--- config.mk ---
export PLATFORM = sky130hd
export DESIGN_NAME = dram_page_ctrl
export DESIGN_NICKNAME = d
export VERILOG_FILES = /design/src/rtl/dram_pkg.sv /design/src/rtl/dram_refresh_timer.sv /design/src/rtl/dram_row_match.sv /design/src/rtl/dram_page_ctrl.sv
export SDC_FILE = /design/constraint.sdc
export NUM_CORES = 1
export LEC_CHECK = 0
export ABC_AREA = 1
export ABC_CLOCK_PERIOD_IN_PS = 2000
export BUFFER_PORTS_ARGS = -buffer_cell sky130_fd_sc_hd__buf_2
export CORE_UTILIZATION = 40
export CTS_BUF_LIST = sky130_fd_sc_hd__clkbuf_4 sky130_fd_sc_hd__clkbuf_8
export CTS_CLUSTER_SIZE = 40
export DETAILED_ROUTE_END_ITERATION = 12
export SLEW_MARGIN = 20
export SYNTH_ARGS = -nofsm -noshare
export SYNTH_HDL_FRONTEND = slang
export SYNTH_SLANG_ARGS = --single-unit
--- constraint.sdc ---
create_clock -name clk -period 2 [get_ports clk]
set_input_delay 0.5 -clock clk [delete_from_list [all_inputs] [get_ports clk]]
set_output_delay 0.5 -clock clk [all_outputs]
set_load 0.005 [all_outputs]
--- src/rtl/dram_pkg.sv ---
package dram_pkg;
    timeunit 1ns; timeprecision 1ps;

    typedef enum logic [2:0] {
        ST_IDLE,
        ST_ROW,
        ST_COL,
        ST_HOLD,
        ST_PRE,
        ST_REF
    } state_e;

    typedef enum logic [1:0] {
        AFTER_ROW,
        AFTER_REF,
        AFTER_IDLE
    } pre_next_e;
endpackage

--- src/rtl/dram_refresh_timer.sv ---
module dram_refresh_timer #(
    parameter  int INTERVAL = 1560,
    localparam int TW       = $clog2(INTERVAL)
) (
    input  logic clk,
    input  logic rst_n,
    output logic tick
);
    timeunit 1ns; timeprecision 1ps;

    logic [TW-1:0] cnt_d, cnt_q;

    always_comb begin
        tick  = (cnt_q == TW'(INTERVAL - 1));
        cnt_d = tick ? '0 : cnt_q + TW'(1);
    end

    always_ff @(posedge clk or negedge rst_n) begin
        if (!rst_n) cnt_q <= '0;
        else        cnt_q <= cnt_d;
    end
endmodule

--- src/rtl/dram_row_match.sv ---
module dram_row_match #(
    parameter int ROW_W = 11,
    parameter int COL_W = 11
) (
    input  logic [ROW_W+COL_W-1:0] addr,
    input  logic [ROW_W-1:0]       open_row,
    output logic [ROW_W-1:0]       row,
    output logic [COL_W-1:0]       col,
    output logic                   hit
);
    timeunit 1ns; timeprecision 1ps;

    assign row = addr[ROW_W+COL_W-1:COL_W];
    assign col = addr[COL_W-1:0];
    assign hit = (row == open_row);
endmodule

--- src/rtl/dram_page_ctrl.sv ---
module dram_page_ctrl
    import dram_pkg::*;
#(
    parameter  int ROW_W        = 11,
    parameter  int COL_W        = 11,
    parameter  int PRE_CYC      = 2,
    parameter  int REF_INTERVAL = 1560,
    localparam int AW           = ROW_W + COL_W,
    localparam int MW           = (ROW_W > COL_W) ? ROW_W : COL_W
) (
    input  logic          clk,
    input  logic          rst_n,
    input  logic          req_valid,
    output logic          req_ready,
    input  logic          req_write,
    input  logic [AW-1:0] req_addr,
    input  logic          req_wdata,
    output logic          rsp_valid,
    output logic          rsp_rdata,
    output logic [MW-1:0] mem_addr,
    output logic          mem_ras_n,
    output logic          mem_cas_n,
    output logic          mem_we_n,
    output logic          mem_oe_n,
    output logic          mem_wdata,
    input  logic          mem_rdata
);
    timeunit 1ns; timeprecision 1ps;

    localparam int CW = $clog2(PRE_CYC + 1);

    typedef struct packed {
        state_e           st;
        pre_next_e        nxt;
        logic [CW-1:0]    cnt;
        logic             open;
        logic [ROW_W-1:0] open_row;
        logic             p_wr;
        logic [ROW_W-1:0] p_row;
        logic [COL_W-1:0] p_col;
        logic             p_wd;
        logic             ref_pend;
        logic [ROW_W-1:0] ref_row;
        logic             ready;
        logic             ras_n;
        logic             cas_n;
        logic             we_n;
        logic             oe_n;
        logic [MW-1:0]    addr;
        logic             wdata;
        logic             rsp_v;
        logic             rsp_d;
    } ctl_t;

    ctl_t d, q;

    logic             ref_tick;
    logic             start_ref;
    logic [ROW_W-1:0] a_row;
    logic [COL_W-1:0] a_col;
    logic             row_hit;

    dram_refresh_timer #(.INTERVAL(REF_INTERVAL)) u_timer (
        .clk  (clk),
        .rst_n(rst_n),
        .tick (ref_tick)
    );

    dram_row_match #(.ROW_W(ROW_W), .COL_W(COL_W)) u_match (
        .addr    (req_addr),
        .open_row(q.open_row),
        .row     (a_row),
        .col     (a_col),
        .hit     (row_hit)
    );

    always_comb begin
        d         = q;
        d.rsp_v   = 1'b0;
        start_ref = 1'b0;
        case (q.st)
            ST_IDLE: begin
                if (req_valid && q.ready) begin
                    d.p_wr  = req_write;
                    d.p_row = a_row;
                    d.p_col = a_col;
                    d.p_wd  = req_wdata;
                    if (q.open && row_hit) begin
                        d.st    = ST_COL;
                        d.cas_n = 1'b0;
                        d.addr  = MW'(a_col);
                        d.we_n  = ~req_write;
                        d.wdata = req_wdata;
                    end else if (q.open) begin
                        d.st    = ST_PRE;
                        d.nxt   = AFTER_ROW;
                        d.cnt   = CW'(PRE_CYC - 1);
                        d.ras_n = 1'b1;
                        d.open  = 1'b0;
                    end else begin
                        d.st       = ST_ROW;
                        d.ras_n    = 1'b0;
                        d.addr     = MW'(a_row);
                        d.open     = 1'b1;
                        d.open_row = a_row;
                    end
                end else if (q.ref_pend) begin
                    start_ref = 1'b1;
                    if (q.open) begin
                        d.st    = ST_PRE;
                        d.nxt   = AFTER_REF;
                        d.cnt   = CW'(PRE_CYC - 1);
                        d.ras_n = 1'b1;
                        d.open  = 1'b0;
                    end else begin
                        d.st    = ST_REF;
                        d.ras_n = 1'b0;
                        d.addr  = MW'(q.ref_row);
                    end
                end
            end
            ST_ROW: begin
                d.st    = ST_COL;
                d.cas_n = 1'b0;
                d.addr  = MW'(q.p_col);
                d.we_n  = ~q.p_wr;
                d.wdata = q.p_wd;
            end
            ST_COL: begin
                d.cas_n = 1'b1;
                d.we_n  = 1'b1;
                if (q.p_wr) begin
                    d.st = ST_IDLE;
                end else begin
                    d.st   = ST_HOLD;
                    d.oe_n = 1'b0;
                end
            end
            ST_HOLD: begin
                d.oe_n  = 1'b1;
                d.rsp_v = 1'b1;
                d.rsp_d = mem_rdata;
                d.st    = ST_IDLE;
            end
            ST_PRE: begin
                if (q.cnt == '0) begin
                    case (q.nxt)
                        AFTER_ROW: begin
                            d.st       = ST_ROW;
                            d.ras_n    = 1'b0;
                            d.addr     = MW'(q.p_row);
                            d.open     = 1'b1;
                            d.open_row = q.p_row;
                        end
                        AFTER_REF: begin
                            d.st    = ST_REF;
                            d.ras_n = 1'b0;
                            d.addr  = MW'(q.ref_row);
                        end
                        default: d.st = ST_IDLE;
                    endcase
                end else begin
                    d.cnt = q.cnt - CW'(1);
                end
            end
            ST_REF: begin
                d.st      = ST_PRE;
                d.nxt     = AFTER_IDLE;
                d.cnt     = CW'(PRE_CYC - 1);
                d.ras_n   = 1'b1;
                d.ref_row = q.ref_row + ROW_W'(1);
            end
            default: d.st = ST_IDLE;
        endcase
        d.ref_pend = ref_tick | (q.ref_pend & ~start_ref);
        d.ready    = (d.st == ST_IDLE) & ~d.ref_pend;
    end

    always_ff @(posedge clk or negedge rst_n) begin
        if (!rst_n) begin
            q          <= '0;
            q.st       <= ST_IDLE;
            q.nxt      <= AFTER_IDLE;
            q.ready    <= 1'b1;
            q.ras_n    <= 1'b1;
            q.cas_n    <= 1'b1;
            q.we_n     <= 1'b1;
            q.oe_n     <= 1'b1;
        end else begin
            q <= d;
        end
    end

    assign req_ready = q.ready;
    assign rsp_valid = q.rsp_v;
    assign rsp_rdata = q.rsp_d;
    assign mem_addr  = q.addr;
    assign mem_ras_n = q.ras_n;
    assign mem_cas_n = q.cas_n;
    assign mem_we_n  = q.we_n;
    assign mem_oe_n  = q.oe_n;
    assign mem_wdata = q.wdata;
endmodule

==> results_dict.tcl <==
set metrics [dict create \
    place.detailed.hpwl_mm 8.74 \
    cts_max_level 3 \
    synth-edff-count 0 \
    worstSkewPairLatency_ps 380 \
    leakagePower_nw 2.62 \
    netlist.area_leader.share_pct 41.2 \
    grt_pass1_wl_mm 20.0 \
    status "finished, violations left" \
    synth.area.top_cells "dfrtp_1, nand2_1, o21ai_0, inv_1, dfstp_2" \
    post_cts_buffers 0 \
    track_usage_pct 20.7 \
    post_drt_wl_per_cell_um 15.8 \
    setup_viol 0 \
    cp_data_required_time_ps 2300 \
    die-width_um 111 \
    dr.pass1.iters 9 \
    synth_cell_type_count 45 \
    coreArea_sq_um 11600 \
    io_buffers 46 \
    yosysWarningCount 0 \
    cts_tree "done" \
    grt_pass1_vias 3968 \
    synth.avg_cell_area_sq_um 8.29 \
    vias 4051 \
    min_period_over_period_pct 92.4 \
    ys.flop_type "dfrtp_1" \
    routabilityCongestion 0.865 \
    synthCells 578 \
    holdBufCountCts 0 \
    arrival_ps 2150 \
    nNetsFinal 649 \
    die_area_sq_um 12400 \
    ys_seq_elements 85 \
    ioPinCount 47 \
    start_util_pct 41.4 \
    post-route-drc-count 4 \
    ctsResizeCount 0 \
    wirelength_mm 12.1 \
    die_height_um 111 \
    clkTransAtPathRegs_ps 90 \
    worstMarginPinSlew_ps 557 \
    yosysMostFrequentCell "nand2_1" \
    antenna_found_initial 0 \
    failed_checks "DRC" \
    clockBufferDepth 2 \
    ys_seq_area_share_pct 44.5 \
    drt_first_iter_violations 345 \
    diodes 0 \
    grt_max_degree 38 \
    layout_setup_ws_ps 153 \
    root_buffer "clkbuf_8" \
    tns_ps 0 \
    clock.fmax_mhz 541 \
    maxCapViolCount 0 \
    antenna_left 0 \
    r2r_cells 7 \
    synth_commonest_cells "nand2_1, dfrtp_1, o21ai_0" \
    gr-total-overflow 0 \
    netlist_area_sq_um 4790 \
    slew_violations 0 \
    rows 39 \
    power_density_nw_per_um2 1360 \
    end_kind "flip-flop" \
    cts.sinks 85 \
    crit_fanout 21 \
    min_path_type "input pin to async pin" \
    cts_buffers 9 \
    drive_gt1_share_pct 22.0 \
    irDropWorstVdd_mv 0.795 \
    slew_headroom_pct 62.9 \
    grt_setup_unrepaired "false" \
    dp_slack_ps 28.2 \
    n_fill_cell 1151 \
    synthArstFlopShare_pct 100 \
    syn_to_final_growth_pct 11.8 \
    synth_nets 609 \
    worstSetupPathType "flip-flop to flip-flop" \
    min_period_ps 1850 \
    report.final.hold_viol_count 0 \
    viasPerCell 5.29 \
    critPathLaunchType "flip-flop" \
    yosysTopAreaCell "dfrtp_1" \
    clock_skew_ps 9.78 \
]
worst paths after layout:
check,from,slack [ps],end
setup / recovery,req_ready,150,q[67]
hold / removal,rst_n,100,mem_addr[4]
setup reg to reg,req_ready,150,q[67]
hold reg to reg,mem_oe_n,460,mem_oe_n
max in group asynchronous,rst_n,1240,req_ready
min in group clk,mem_rdata,320,rsp_rdata
cell families (layout without fill, tap and decap cells):
family	after synthesis	count (layout)	share of synthesized area, %
compound gates	115	115	13.5
xor+xnor	16	16	2.92
fa+ha+maj	3	3	0.783
buf+inv	99	144	10.1
flops	85	85	44.5
mux	14	14	3.29
simple gates	246	246	24.9
area by class of cell:
class / instances / area, sq um / share of cell area, %
clock buffers: 9 / 124 / 2.31
clock inverters: 7 / 98.8 / 1.84
inverters: 64 / 243 / 4.53
multi-input cells: 394 / 2170 / 40.6
flip-flops and latches: 85 / 2130 / 39.8
well taps: 143 / 179 / 3.34
repair buffers: 64 / 405 / 7.57
flip-flops by register name (all words and copies together), names as in the netlist:
signal,count
mem_oe_n,1
mem_cas_n,1
rsp_rdata,1
req_ready,1
mem_ras_n,1
rsp_valid,1
u_timer.cnt_q,11
mem_wdata,1
mem_addr,11
q,55
mem_we_n,1
power breakdown:
part	internal, mW	switching [mW]	total [mW]
clock	0.709	0.665	1.37
combinational	1.21	1.91	3.12
sequential	2.35	0.439	2.79
metrics by stage:
stage	power, mW	utilization (%)	area [sq um]	std cells	hold WS (ps)
3_3_place_gp	5.87	44.4	5130	750	444
6_report	7.29	46.3	5360	766	97.3
5_1_grt	7.80	46.3	5360	766	134
4_1_cts	7.33	46.3	5360	766	116
3_5_place_dp	5.93	44.4	5130	750	451
2_1_floorplan	5.23	-	4790	578	204
metal layers:
| layer | track usage [%] | wire [um] | up-vias |
|---|---|---|---|
| li1 | - | - | 1947 |
| met1 | 26.9 | 5290 | 1925 |
| met2 | 33.0 | 5690 | 147 |
| met3 | 5.06 | 763 | 32 |
| met4 | 8.29 | 372 | 0 |
| met5 | 0 | 0 | - |
cells in the final DEF (no fill, tap or decap), drive strengths merged:
cell type / count
nor4: 2
dfstp: 6
o22ai: 4
bufinv: 2
dfrtp: 79
ha: 3
xnor2: 5
clkinvlp: 1
a211oi: 1
xor2: 11
nand4: 15
or2: 2
a21oi: 36
clkbuf: 9
o211ai: 1
mux2: 14
a31oi: 1
nor3: 6
inv: 65
nand2: 129
o31ai: 1
nand3: 30
buf: 64
o21ai: 71
nor2: 61
clkinv: 3
nand3b: 1
critical path: stages, from the launching register on:
cell and delay, ps:
dfstp_2 540, nand2_1 110, inv_1 190, buf_4 310
nand4_2 270, nand3_1 220, nand2_1 70, o21ai_1 80
No activity file was read; power rests on OpenSTA's default activity.
